`src/rtl/bsc_pkg.sv`:
```
package bsc_pkg;
  localparam int WORD_W = 32;
  localparam int EXT_W  = 16;
  localparam int LEN_W  = 5;
  localparam int CNT_W  = 7;

  function automatic logic width_valid(input logic [1:0] w);
    return w <= 2'd1;
  endfunction

  function automatic logic [1:0] beat_bytes(input logic [1:0] w);
    return (w == 2'd0) ? 2'd1 : 2'd2;
  endfunction

  function automatic logic [2:0] beats_per_word(input logic [1:0] w);
    return (w == 2'd0) ? 3'd4 : 3'd2;
  endfunction

  function automatic logic [4:0] page_beats(input logic [1:0] p);
    case (p)
      2'd0:    return 5'd4;
      2'd1:    return 5'd8;
      2'd2:    return 5'd16;
      default: return 5'd1;
    endcase
  endfunction

  function automatic logic len_legal(input logic [LEN_W-1:0] l);
    return (l == 5'd1) || (l == 5'd2) || (l == 5'd4) || (l == 5'd8) || (l == 5'd16);
  endfunction

  function automatic logic base_aligned(input logic [6:0] a, input logic [LEN_W-1:0] l);
    logic [6:0] span;
    span = {l, 2'b00};
    return (a & (span - 7'd1)) == 7'd0;
  endfunction
endpackage

```
`src/rtl/bsc_req_check.sv`:
```
module bsc_req_check
  import bsc_pkg::*;
(
  input  logic [6:0]       addr_lo,
  input  logic [LEN_W-1:0] len,
  input  logic [1:0]       width,
  output logic             ok
);
  always_comb begin
    ok = width_valid(width) && len_legal(len) && base_aligned(addr_lo, len);
  end
endmodule

```
`src/rtl/bsc_beat_seq.sv`:
```
module bsc_beat_seq
  import bsc_pkg::*;
#(
  parameter int ADDR_W = 32
) (
  input  logic              clk,
  input  logic              rst_n,
  input  logic              start,
  input  logic              s_write,
  input  logic [ADDR_W-1:0] s_addr,
  input  logic [LEN_W-1:0]  s_len,
  input  logic              s_multi,
  input  logic [1:0]        s_width,
  input  logic [1:0]        s_page,
  input  logic              wd_valid,
  input  logic [WORD_W-1:0] wd_data,
  input  logic              rd_done,
  output logic              busy,
  output logic              wd_ready,
  output logic              ext_valid,
  output logic              ext_write,
  output logic [ADDR_W-1:0] ext_addr,
  output logic [EXT_W-1:0]  ext_wdata,
  output logic              ext_last,
  output logic              ext_final,
  output logic              lat_w8,
  output logic [4:0]        lat_grp
);
  logic              wr_q, issued_q, buf_full_q;
  logic [ADDR_W-1:0] addr_q;
  logic [CNT_W-1:0]  left_q;
  logic [4:0]        grp_q;
  logic [1:0]        sub_q;
  logic [WORD_W-1:0] buf_q;

  logic             can_issue, beat_final, grp_end, word_end;
  logic [EXT_W-1:0] lane;
  logic [1:0]       step;

  always_comb begin
    can_issue  = busy && !issued_q && (!wr_q || buf_full_q);
    beat_final = (left_q == CNT_W'(1));
    grp_end    = (grp_q == lat_grp - 5'd1);
    word_end   = lat_w8 ? (sub_q == 2'd3) : sub_q[0];
    step       = lat_w8 ? 2'd1 : 2'd2;
    if (lat_w8) lane = {8'h00, buf_q[{sub_q, 3'b000} +: 8]};
    else        lane = buf_q[{sub_q[0], 4'b0000} +: 16];
    wd_ready   = busy && wr_q && !buf_full_q && !issued_q;
  end

  always_ff @(posedge clk) begin
    if (!rst_n) begin
      busy       <= 1'b0;
      wr_q       <= 1'b0;
      lat_w8     <= 1'b0;
      issued_q   <= 1'b0;
      buf_full_q <= 1'b0;
      addr_q     <= '0;
      left_q     <= '0;
      grp_q      <= '0;
      lat_grp    <= 5'd1;
      sub_q      <= '0;
      buf_q      <= '0;
      ext_valid  <= 1'b0;
      ext_write  <= 1'b0;
      ext_addr   <= '0;
      ext_wdata  <= '0;
      ext_last   <= 1'b0;
      ext_final  <= 1'b0;
    end else begin
      ext_valid <= 1'b0;
      if (start) begin
        busy       <= 1'b1;
        wr_q       <= s_write;
        lat_w8     <= (s_width == 2'd0);
        issued_q   <= 1'b0;
        buf_full_q <= 1'b0;
        addr_q     <= s_addr;
        left_q     <= CNT_W'(s_len) * CNT_W'(beats_per_word(s_width));
        grp_q      <= '0;
        lat_grp    <= (s_multi && s_width == 2'd1) ? page_beats(s_page) : 5'd1;
        sub_q      <= '0;
      end else begin
        if (wd_ready && wd_valid) begin
          buf_q      <= wd_data;
          buf_full_q <= 1'b1;
        end
        if (can_issue) begin
          ext_valid <= 1'b1;
          ext_write <= wr_q;
          ext_addr  <= addr_q;
          ext_wdata <= wr_q ? lane : '0;
          ext_last  <= beat_final || grp_end;
          ext_final <= beat_final;
          grp_q     <= (beat_final || grp_end) ? 5'd0 : grp_q + 5'd1;
          addr_q    <= addr_q + ADDR_W'(step);
          left_q    <= left_q - CNT_W'(1);
          sub_q     <= word_end ? 2'd0 : sub_q + 2'd1;
          if (word_end) buf_full_q <= 1'b0;
          if (beat_final) begin
            issued_q <= 1'b1;
            if (wr_q) busy <= 1'b0;
          end
        end
        if (rd_done) busy <= 1'b0;
      end
    end
  end
endmodule

```
`src/rtl/bsc_rd_pack.sv`:
```
module bsc_rd_pack
  import bsc_pkg::*;
(
  input  logic              clk,
  input  logic              rst_n,
  input  logic              start,
  input  logic              s_w8,
  input  logic [LEN_W-1:0]  s_len,
  input  logic              rd_valid,
  input  logic [EXT_W-1:0]  rd_data,
  output logic              word_valid,
  output logic [WORD_W-1:0] word_data,
  output logic              word_last
);
  logic              w8_q;
  logic [LEN_W-1:0]  len_q, words_q;
  logic [1:0]        lane_q;
  logic [WORD_W-1:0] acc_q, merged;
  logic              lane_end, last_word;

  always_comb begin
    merged = acc_q;
    if (w8_q) merged[{lane_q, 3'b000} +: 8] = rd_data[7:0];
    else      merged[{lane_q[0], 4'b0000} +: 16] = rd_data;
    lane_end  = w8_q ? (lane_q == 2'd3) : lane_q[0];
    last_word = (words_q == len_q - LEN_W'(1));
  end

  always_ff @(posedge clk) begin
    if (!rst_n) begin
      w8_q       <= 1'b0;
      len_q      <= '0;
      words_q    <= '0;
      lane_q     <= '0;
      acc_q      <= '0;
      word_valid <= 1'b0;
      word_data  <= '0;
      word_last  <= 1'b0;
    end else begin
      word_valid <= 1'b0;
      word_last  <= 1'b0;
      if (start) begin
        w8_q    <= s_w8;
        len_q   <= s_len;
        words_q <= '0;
        lane_q  <= '0;
      end else if (rd_valid) begin
        acc_q <= merged;
        if (lane_end) begin
          lane_q     <= 2'd0;
          word_valid <= 1'b1;
          word_data  <= merged;
          word_last  <= last_word;
          words_q    <= words_q + LEN_W'(1);
        end else begin
          lane_q <= lane_q + 2'd1;
        end
      end
    end
  end
endmodule

```
`src/rtl/burst_split_ctrl.sv`:
```
module burst_split_ctrl
  import bsc_pkg::*;
#(
  parameter int ADDR_W = 32
) (
  input  logic              clk,
  input  logic              rst_n,
  input  logic              cfg_multi,
  input  logic [1:0]        cfg_width,
  input  logic [1:0]        cfg_page,
  input  logic              req_valid,
  output logic              req_ready,
  input  logic              req_write,
  input  logic [ADDR_W-1:0] req_addr,
  input  logic [4:0]        req_len,
  output logic              req_err,
  input  logic              wd_valid,
  output logic              wd_ready,
  input  logic [31:0]       wd_data,
  output logic              ext_valid,
  output logic              ext_write,
  output logic [ADDR_W-1:0] ext_addr,
  output logic [15:0]       ext_wdata,
  output logic              ext_last,
  input  logic              ext_rd_valid,
  input  logic [15:0]       ext_rd_data,
  output logic              int_rd_valid,
  output logic [31:0]       int_rd_data,
  output logic              int_rd_last
);
  logic       req_ok, accept, start, busy, err_q, rd_done;
  logic       lat_w8, ext_final;
  logic [4:0] lat_grp;

  bsc_req_check u_check (
    .addr_lo (req_addr[6:0]),
    .len     (req_len),
    .width   (cfg_width),
    .ok      (req_ok)
  );

  assign req_ready = !busy;
  assign accept    = req_valid && req_ready;
  assign start     = accept && req_ok;
  assign req_err   = err_q;
  assign rd_done   = int_rd_valid && int_rd_last;

  always_ff @(posedge clk) begin
    if (!rst_n) err_q <= 1'b0;
    else        err_q <= accept && !req_ok;
  end

  bsc_beat_seq #(.ADDR_W(ADDR_W)) u_seq (
    .clk       (clk),
    .rst_n     (rst_n),
    .start     (start),
    .s_write   (req_write),
    .s_addr    (req_addr),
    .s_len     (req_len),
    .s_multi   (cfg_multi),
    .s_width   (cfg_width),
    .s_page    (cfg_page),
    .wd_valid  (wd_valid),
    .wd_data   (wd_data),
    .rd_done   (rd_done),
    .busy      (busy),
    .wd_ready  (wd_ready),
    .ext_valid (ext_valid),
    .ext_write (ext_write),
    .ext_addr  (ext_addr),
    .ext_wdata (ext_wdata),
    .ext_last  (ext_last),
    .ext_final (ext_final),
    .lat_w8    (lat_w8),
    .lat_grp   (lat_grp)
  );

  bsc_rd_pack u_pack (
    .clk        (clk),
    .rst_n      (rst_n),
    .start      (start && !req_write),
    .s_w8       (cfg_width == 2'd0),
    .s_len      (req_len),
    .rd_valid   (ext_rd_valid),
    .rd_data    (ext_rd_data),
    .word_valid (int_rd_valid),
    .word_data  (int_rd_data),
    .word_last  (int_rd_last)
  );
endmodule

```
`config.mk`:
```
export PLATFORM = sky130hd
export DESIGN_NAME = burst_split_ctrl
export DESIGN_NICKNAME = d
export VERILOG_FILES = /design/src/rtl/bsc_pkg.sv /design/src/rtl/bsc_req_check.sv /design/src/rtl/bsc_beat_seq.sv /design/src/rtl/bsc_rd_pack.sv /design/src/rtl/burst_split_ctrl.sv
export SDC_FILE = /design/constraint.sdc
export NUM_CORES = 1
export LEC_CHECK = 0
export CORE_MARGIN = 1
export CORE_UTILIZATION = 45
export DETAILED_ROUTE_END_ITERATION = 6
export PLACE_DENSITY_LB_ADDON = 0.12
export REMOVE_ABC_BUFFERS = 1
export SLEW_MARGIN = 0
export SYNTH_ARGS = -nofsm -noshare
export SYNTH_HDL_FRONTEND = slang
export SYNTH_HIERARCHICAL = 1
export SYNTH_SLANG_ARGS = --single-unit
```
`constraint.sdc`:
```
create_clock -name clk -period 4.1 [get_ports clk]
set_clock_uncertainty 0.1 [all_clocks]
set_input_delay 0.615 -clock clk [delete_from_list [all_inputs] [get_ports clk]]
set_output_delay 0.615 -clock clk [all_outputs]
set_load 0.02 [all_outputs]
```
== After elaboration in Yosys (flattened, before gate mapping) ==
Index checks and enable logic that the tools add are counted.

* Flip-flop bits (word level): 219
* Word-level logic and storage cells: 135

* Eq/ne operators: 13
* Multipliers: 1
* Bitwise logic cells: 6
* Order comparisons: 1
* Add/subtract/negate cells: 11
* Reductions and logical operators: 44
* Multiplexer cells: 28
* Shift-type cells: 6

{| class="wikitable"
|+ Operators by type and width
! kind !! count
|-
| 2-to-1 mux 32 bit || 3
|-
| bitwise mux 32 bit || 2
|-
| adder 32 x 2 -> 32 bit || 1
|-
| 2-to-1 mux 16 bit || 2
|-
| variable shift 16 x 7 -> 32 bit, first input constant || 1
|-
| variable shift 8 x 7 -> 32 bit, first input constant || 1
|-
| indexed part select 16 x 7 -> 32 bit || 1
|-
| indexed part select 32 x 6 -> 16 bit || 1
|-
| indexed part select 32 x 6 -> 8 bit || 1
|-
| indexed part select 8 x 7 -> 32 bit || 1
|-
| one-hot mux 5 bit (3 select lines) || 1
|-
| logical AND 1 bit || 14
|-
| 2-to-1 mux 7 bit || 2
|-
| negator 5 -> 7 bit || 2
|-
| subtractor 7 x 1 -> 7 bit, second input constant || 2
|-
| 2-to-1 mux 1 bit || 12
|-
| adder 5 x 1 -> 5 bit, second input constant || 2
|-
| == test 5 bit || 2
|-
| 2-to-1 mux 5 bit || 2
|-
| AND reduction 2 bit || 5
|-
| subtractor 5 x 1 -> 5 bit, second input constant || 2
|-
| nonzero test 3 bit || 3
|-
| bitwise AND 7 bit || 1
|-
| == test 7 x 1 -> 1 bit, second input constant || 1
|-
| 22 further kinds || 45
|}

== Depth between registers and ports, before layout ==
Gate-level depths: netlist of run 1.

* Depth after elaboration: 11
* Mapped depth: 15
* Gate-level depth less buffers: 11

== By module ==
The synthesis of run 1 kept the hierarchy.

{| class="wikitable"
|+ By module, submodules not included
! module !! sequential area each (um^2) !! area an instance (um^2) !! instances !! cells an instance
|-
| bsc_beat_seq || 2782.7 || 6635.1 || 1 || 770
|-
| bsc_rd_pack || 1581.5 || 4116.4 || 1 || 472
|-
| bsc_req_check || 0.0 || 175.2 || 1 || 22
|-
| burst_split_ctrl || 20.0 || 68.8 || 1 || 7
|}

== Worst setup path before layout of run 1 ==
No wires, ideal clock.

* Path type: input to register
* Start point: input port req_len[0]
* End point: register u_seq.addr_q[25]
* Path buffers: 3
* Cell stages on the path: 13
* Data arrival time: 2792 ps
* Setup slack: 1084 ps
* Path through: inv_1 ha_1 inv_1 a221o_1 a221oi_2 and3_1 and3b_2 buf_2 buf_1 clkbuf_1 o21ai_0 nand2_1 o21ai_0

* Longest elaborated chain between the ends: 9

{| class="wikitable"
|+ RTL lines
! element !! line !! RTL
|-
| start: declaration || burst_split_ctrl.sv:15 || <nowiki>input logic [4:0] req_len,</nowiki>
|-
| parallel branches: the longest is 6 deep, another holds subtractor 7 x 1 -> 7 bit || n/a ||
|-
| logical AND 1 bit * || bsc_req_check.sv:10 || <nowiki>ok = width_valid(width) && len_legal(len) && base_aligned(addr_lo, len);</nowiki>
|-
| via req_ok || burst_split_ctrl.sv:31 || <nowiki>logic req_ok, accept, start, busy, err_q, rd_done;</nowiki>
|-
| logical AND 1 bit * || burst_split_ctrl.sv:44 || <nowiki>assign start = accept && req_ok;</nowiki>
|-
| via start || burst_split_ctrl.sv:31 ||
|-
| 2-to-1 mux 32 bit or nonzero test 2 bit (tied branches) || n/a ||
|-
| end signal: assignment || bsc_beat_seq.sv:78 || <nowiki>addr_q <= s_addr;</nowiki>
|-
| end signal: assignment || bsc_beat_seq.sv:96 || <nowiki>addr_q <= addr_q + ADDR_W'(step);</nowiki>
|-
| end: declaration || bsc_beat_seq.sv:30 || <nowiki>logic [ADDR_W-1:0] addr_q;</nowiki>
|}

Mark *: on every way through the listed nets, which the timed path passes.
A chain may end at the register's enable or synchronous reset.

== Final worst setup path of run 1 ==
* Start point: input port req_len[0]
* End point: register u_seq.ext_wdata[4]

* Longest elaborated chain between the ends: 10

{| class="wikitable"
|+ RTL lines
! element !! line !! RTL
|-
| parallel branches: the longest is 6 deep, another holds subtractor 7 x 1 -> 7 bit || n/a ||
|-
| logical AND 1 bit * || bsc_req_check.sv:10 ||
|-
| via req_ok || burst_split_ctrl.sv:31 ||
|-
| logical AND 1 bit * || burst_split_ctrl.sv:44 ||
|-
| via start || burst_split_ctrl.sv:31 ||
|-
| inverter 1 bit (no source line) * || n/a ||
|-
| AND reduction 2 bit (no source line) * || n/a ||
|-
| end signal: assignment || bsc_beat_seq.sv:92 || <nowiki>ext_wdata <= wr_q ? lane : '0;</nowiki>
|-
| end: declaration || bsc_beat_seq.sv:23 || <nowiki>output logic [EXT_W-1:0] ext_wdata,</nowiki>
|}

Marks and branches as above.

==> reports/results.tsv, run 1 <==
metric	value	unit
Root Buffer	clkbuf_16	
largest net degree at the start of global routing	103	
end-of-flow core utilization	0.583	
IO Count	184	
Critical Path Sink Type	flop	
post-CTS setup-driven buffer insertion count	0	
Worst Path Arrival	3740	ps
Worst setup SP type	input port	
# setup viols final	0	
n_diodes	0	
fin crit share	0.835	
Initial DRC Count	571	
vias post-DR	9490	
DR vias/cell	5.42	
die width	158	µm
drt first pass iters	5	
H-tree levels	1	
pre-CTS setup slack	200	ps
HP Class	reg2reg	
post-synthesis cell area	11000	µm²
CP max-delay cell	nor4_4	
Worst Hold Depth	2	
Congestion Overflow GR	0	
Pins Over Slew Limit	0	
Power Dens Cells	352	nW/µm²
Hold Crit Endpoint	u_pack/word_data[25]$_SDFFE_PN0P_	
Hold Path Origin	u_pack/word_data[25]$_SDFFE_PN0P_	
Total Routing Usage GR	0.224	
actual slew at the worst max-slew pin	951	ps
vias in the first global route	8640	
remaining design rule violation count	0	
Worst Setup Slack, final	675	ps
clk sinks	218	
Buffers on Ports	183	
routed len/inst	16.1	µm
initial antenna violation count	0	
Mapped Cells	1266	
Peak VDD IR	0.000291	V
Core ar.	23700	µm²
Post-DP HPWL	18.9	mm
Final Hold Viols	0	
antenna viol nets, final	0	
post_cts resized	0	
Area growth syn-to-layout	26.1	%
Required @ worst endpoint	4420	ps
FF-to-FF End	u_seq/addr_q[14]$_SDFFE_PN0P_	
Leak	4.85	nW
maxcap violations	0	
share of cells above drive strength 1	0.0789	
drt total wl	28.2	mm
status	finished clean	
Ys Warns	6	
Min Hold Slack	353	ps
CP max FO	15	
worst skew pair latency	510	ps
PnR Total Power	0.00486	W
Placer Congestion	0.768	
Filler Cell Count	2245	
Reg area	4370	µm²
Clock transition at path regs	60	ps
Worst R2R Start	u_seq/lat_w8$_SDFFE_PN0P_	
RSZ-0062 raised after global routing	false	
CP delay by family, top	simple AND/OR/NAND/NOR gates	
worst reg2reg setup slack	1500	ps
Final #Nets	1534	
CP bufs+invs	2	
cells along the critical path	clkdlybuf4s50_1, inv_1, ha_1, nor3b_1, xor2_1, nand2_1, and3_1, and3b_2, nor4_4, a22oi_1, a21boi_0	
Die Y	158	µm
clock period minus worst slack	3420	ps
crit-path max cell delay	880	ps
hold_buf cts	0	
total die area	25000	µm²
first-pass GRT wire length	45.3	mm
CTS tree	yes	
Worst R2R Path Depth	7	
CTS max path bufs	3	
Max Clock Freq	292	MHz
Starting Density	0.462	
syn_area_per_cell	8.65	µm²
Max-slew headroom	0.361	
Std-Cell Rows	56	
cts bufs inserted	25	
crit path kind	in2reg	
area of the multi-input gates	6100	µm²
[how the worst max path moves through the flow]
stage                          start                                to  depth (start not counted)
after floorplan           req_len[0]  u_seq/ext_wdata[10]$_SDFFE_PN0P_                         11
after global placement    req_len[0]      u_seq/buf_q[10]$_SDFFE_PN0P_                         14
after detailed placement  req_len[0]      u_seq/buf_q[14]$_SDFFE_PN0P_                         14
after CTS                 req_len[0]   u_seq/ext_wdata[4]$_SDFFE_PN0P_                         11
after global routing      req_len[0]   u_seq/ext_wdata[4]$_SDFFE_PN0P_                         11
final                     req_len[0]   u_seq/ext_wdata[4]$_SDFFE_PN0P_                         11
[worst register-to-register path: stages, from the launching register on]
cell	delay [ps]
dfxtp_1	610
ha_1	280
fa_1	220
nand4_1	190
nor4_4	600
nand2_1	140
xnor2_1	160
o211a_1	200
[final cells by class]
class | instances | area share
flip-flops and latches | 218 | 0.316
clock buffers | 34 | 0.0521
well taps | 319 | 0.0289
repair buffers | 204 | 0.147
clock inverters | 11 | 0.00806
multi-input cells | 941 | 0.442
inverters | 24 | 0.00652
[flip-flops by register name, summed over array words and instances (netlist names), 2 cells and up]
register / cells
u_seq/ext_wdata: 16
u_seq/addr_q: 32
u_seq/ext_addr: 32
u_seq/left_q: 7
u_seq/sub_q: 2
u_seq/grp_q: 5
u_seq/lat_grp: 4
u_seq/buf_q: 32
u_pack/lane_q: 2
u_pack/acc_q: 32
u_pack/word_data: 32
u_pack/len_q: 5
u_pack/words_q: 5
[metal layers]
| metal | track usage | share of wire |
|---|---|---|
| met5 | 0 | 0 |
| met4 | 0.0481 | 0.020 |
| met3 | 0.0246 | 0.052 |
| met2 | 0.353 | 0.44 |
| met1 | 0.328 | 0.49 |
[where the power goes]
| group | internal (W) | total [W] | switching [W] |
|---|---|---|---|
| Combinational | 0.000215 | 0.000437 | 0.000222 |
| Sequential | 0.00216 | 0.00218 | 0.0000261 |
| Clock | 0.00135 | 0.00224 | 0.000892 |
[per-stage QoR]
stage                     instances  area (µm²)  TNS [ps]
after floorplan                1183       10600    -37190
after global placement         1706       13000         0
after detailed placement       1706       13000         0
after CTS                      1751       13800         0
after global routing           1751       13800         0
final                          1751       13800         0
[layout by cell type, fill, tap and decap left out, drive strengths merged, types with 21 or more instances in the layout]
master / n
xor2: 41
mux2i: 21
nor2b: 51
and2: 22
a21boi: 87
ha: 22
dfxtp: 218
nand2: 217
nand3: 25
buf: 22
a21oi: 63
a22oi: 22
nand4: 21
inv: 23
nor2: 52
clkbuf: 34
o21ai: 63
clkdlybuf4s50: 182
No activity file was read; power rests on OpenSTA's default activity.
==> run 2, diff against run 1 <==
==> constraint.sdc (replaced) <==
create_clock -name clk -period 3.4 [get_ports clk]
set_clock_uncertainty 0.1 [all_clocks]
set_input_delay 0.51 -clock clk [delete_from_list [all_inputs] [get_ports clk]]
set_output_delay 0.51 -clock clk [all_outputs]
set_load 0.02 [all_outputs]
==> run 2 against run 1 <==
  * Setup slack worse by 410 ps
  * Final area is 1.6% higher
  * Register-to-register slack worse by 640 ps
==> reports/results.tsv, run 2 (synthesized netlist as in run 1, its figures left out) <==
metric	value	unit
cells along the critical path	clkdlybuf4s50_1, inv_1, ha_1, nor3b_1, xor2_1, nand2_1, and3_1, and3b_2, nor4_2, a22oi_1, a21boi_0	
Min Hold Slack	351	ps
remaining design rule violation count	0	
CP Depth	11	
worst skew pair latency	500	ps
CP bufs+invs	2	
routed len/inst	16.2	µm
cts bufs inserted	24	
Root Buffer	clkbuf_16	
n_diodes	0	
most frequent cells in the layout	dfxtp_1, nand2_1, clkdlybuf4s50_1	
switching power total	0.00131	W
Area growth syn-to-layout	28.2	%
drt total wl	28.7	mm
Leak	4.98	nW
# setup viols final	0	
vias in the first global route	9067	
CTS tree	yes	
Final Hold Viols	0	
Initial DRC Count	522	
Clock Power Share	0.455	
Pins Over Slew Limit	0	
maxcap violations	0	
H-tree levels	1	
final instance area	14000	µm²
initial antenna violation count	0	
CP delay by family, top	simple AND/OR/NAND/NOR gates	
CTS max path bufs	3	
fin crit share	0.923	
Power Dens Cells	415	nW/µm²
Max Clock Freq	319	MHz
Final #Nets	1558	
status	finished clean	
share of cells above drive strength 1	0.0902	
placed cell area	13200	µm²
Worst setup SP type	input port	
Peak VDD IR	0.000301	V
Worst Hold Depth	2	
Required @ worst endpoint	3720	ps
Core ar.	23700	µm²
total die area	25000	µm²
Clock transition at path regs	60	ps
clk sinks	218	
Critical Path Sink Type	flop	
Pint	0.00452	W
CP max FO	7	
crit path kind	in2reg	
Max-slew headroom	0.391	
vias post-DR	9572	
CP max-delay cell	nor4_2	
actual slew at the worst max-slew pin	906	ps
combinational share of power	0.093	
Starting Density	0.462	
die width	158	µm
clock period minus worst slack	3140	ps
Worst R2R Path Depth	6	
first-pass GRT wire length	46.2	mm
DR vias/cell	5.40	
IO Count	184	
Post-DP HPWL	19.6	mm
PnR Total Power	0.00582	W
Congestion Overflow GR	0	
Placer Congestion	0.802	
sequential power share	0.452	
leading cell type in the layout, fill and taps excluded	dfxtp_1	
Buffers on Ports	183	
Total Routing Usage GR	0.228	
antenna viol nets, final	0	
Std-Cell Rows	56	
Setup TNS	0	ps
crit-path max cell delay	820	ps
hold_buf cts	0	
end-of-flow core utilization	0.593	
Die Y	158	µm
HP Class	reg2reg	
largest net degree at the start of global routing	114	
drt first pass iters	5	
switching share of power	0.224	
Worst Path Arrival	3460	ps
-- run 2: worst paths after layout --
check | slack [ps] | endpoint | start
worst max-delay path | 260 | u_seq/ext_wdata[2]$_SDFFE_PN0P_ | req_len[0]
worst min-delay path | 350 | u_pack/word_data[25]$_SDFFE_PN0P_ | u_pack/word_data[25]$_SDFFE_PN0P_
worst max register to register | 860 | u_pack/word_data[11]$_SDFFE_PN0P_ | u_pack/lane_q[0]$_SDFFE_PP0P_
worst min register to register | 350 | u_pack/word_data[25]$_SDFFE_PN0P_ | u_pack/word_data[25]$_SDFFE_PN0P_
-- run 2: final cells by class --
type	instances	area [µm²]
Timing Repair Buffer	229	2270
Tap cell	319	399
Clock buffer	34	699
Fill cell	2195	9650
Inverter	24	90.1
Multi-Input combinational cell	941	6100
Sequential cell	218	4370
Clock inverter	6	105
-- run 2: power by group through the flow --
stage	clock [W]	sequential (W)	combinational (W)
after global placement	0	0.00269	0.000533
final	0.00265	0.00263	0.000541
after CTS	0.00270	0.00263	0.000540
after global routing	0.00281	0.00264	0.000588
after detailed placement	0	0.00269	0.000537
after floorplan	0	0.00272	0.000215
-- run 2: stage by stage --
stage | setup WS, ps | instances
detailed placement | -290 | 1728
finish | 263 | 1771
global placement | -146 | 1728
global route | -1.40 | 1771
CTS | 223 | 1768
floorplan | -1200 | 1183
-- run 2: worst register-to-register path, cell delays in order, from the launching register on --
cell      delay, ps
dfxtp_2         320
buf_4           490
ha_1            540
nand4b_1        250
nor2_1          440
a21oi_1         170
a21oi_1         160
-- run 2: repair_timing --
action | CTS | global route
resized for setup | 0 | 0
setup buffers | 0 | 3
endpoints found under the setup margin | 0 | 3
-- run 2: routing by layer --
layer / part of all wire / global-route usage
met2: 0.45 / 0.367
met5: 0 / 0
met4: 0.012 / 0.0476
met1: 0.49 / 0.328
met3: 0.044 / 0.0235
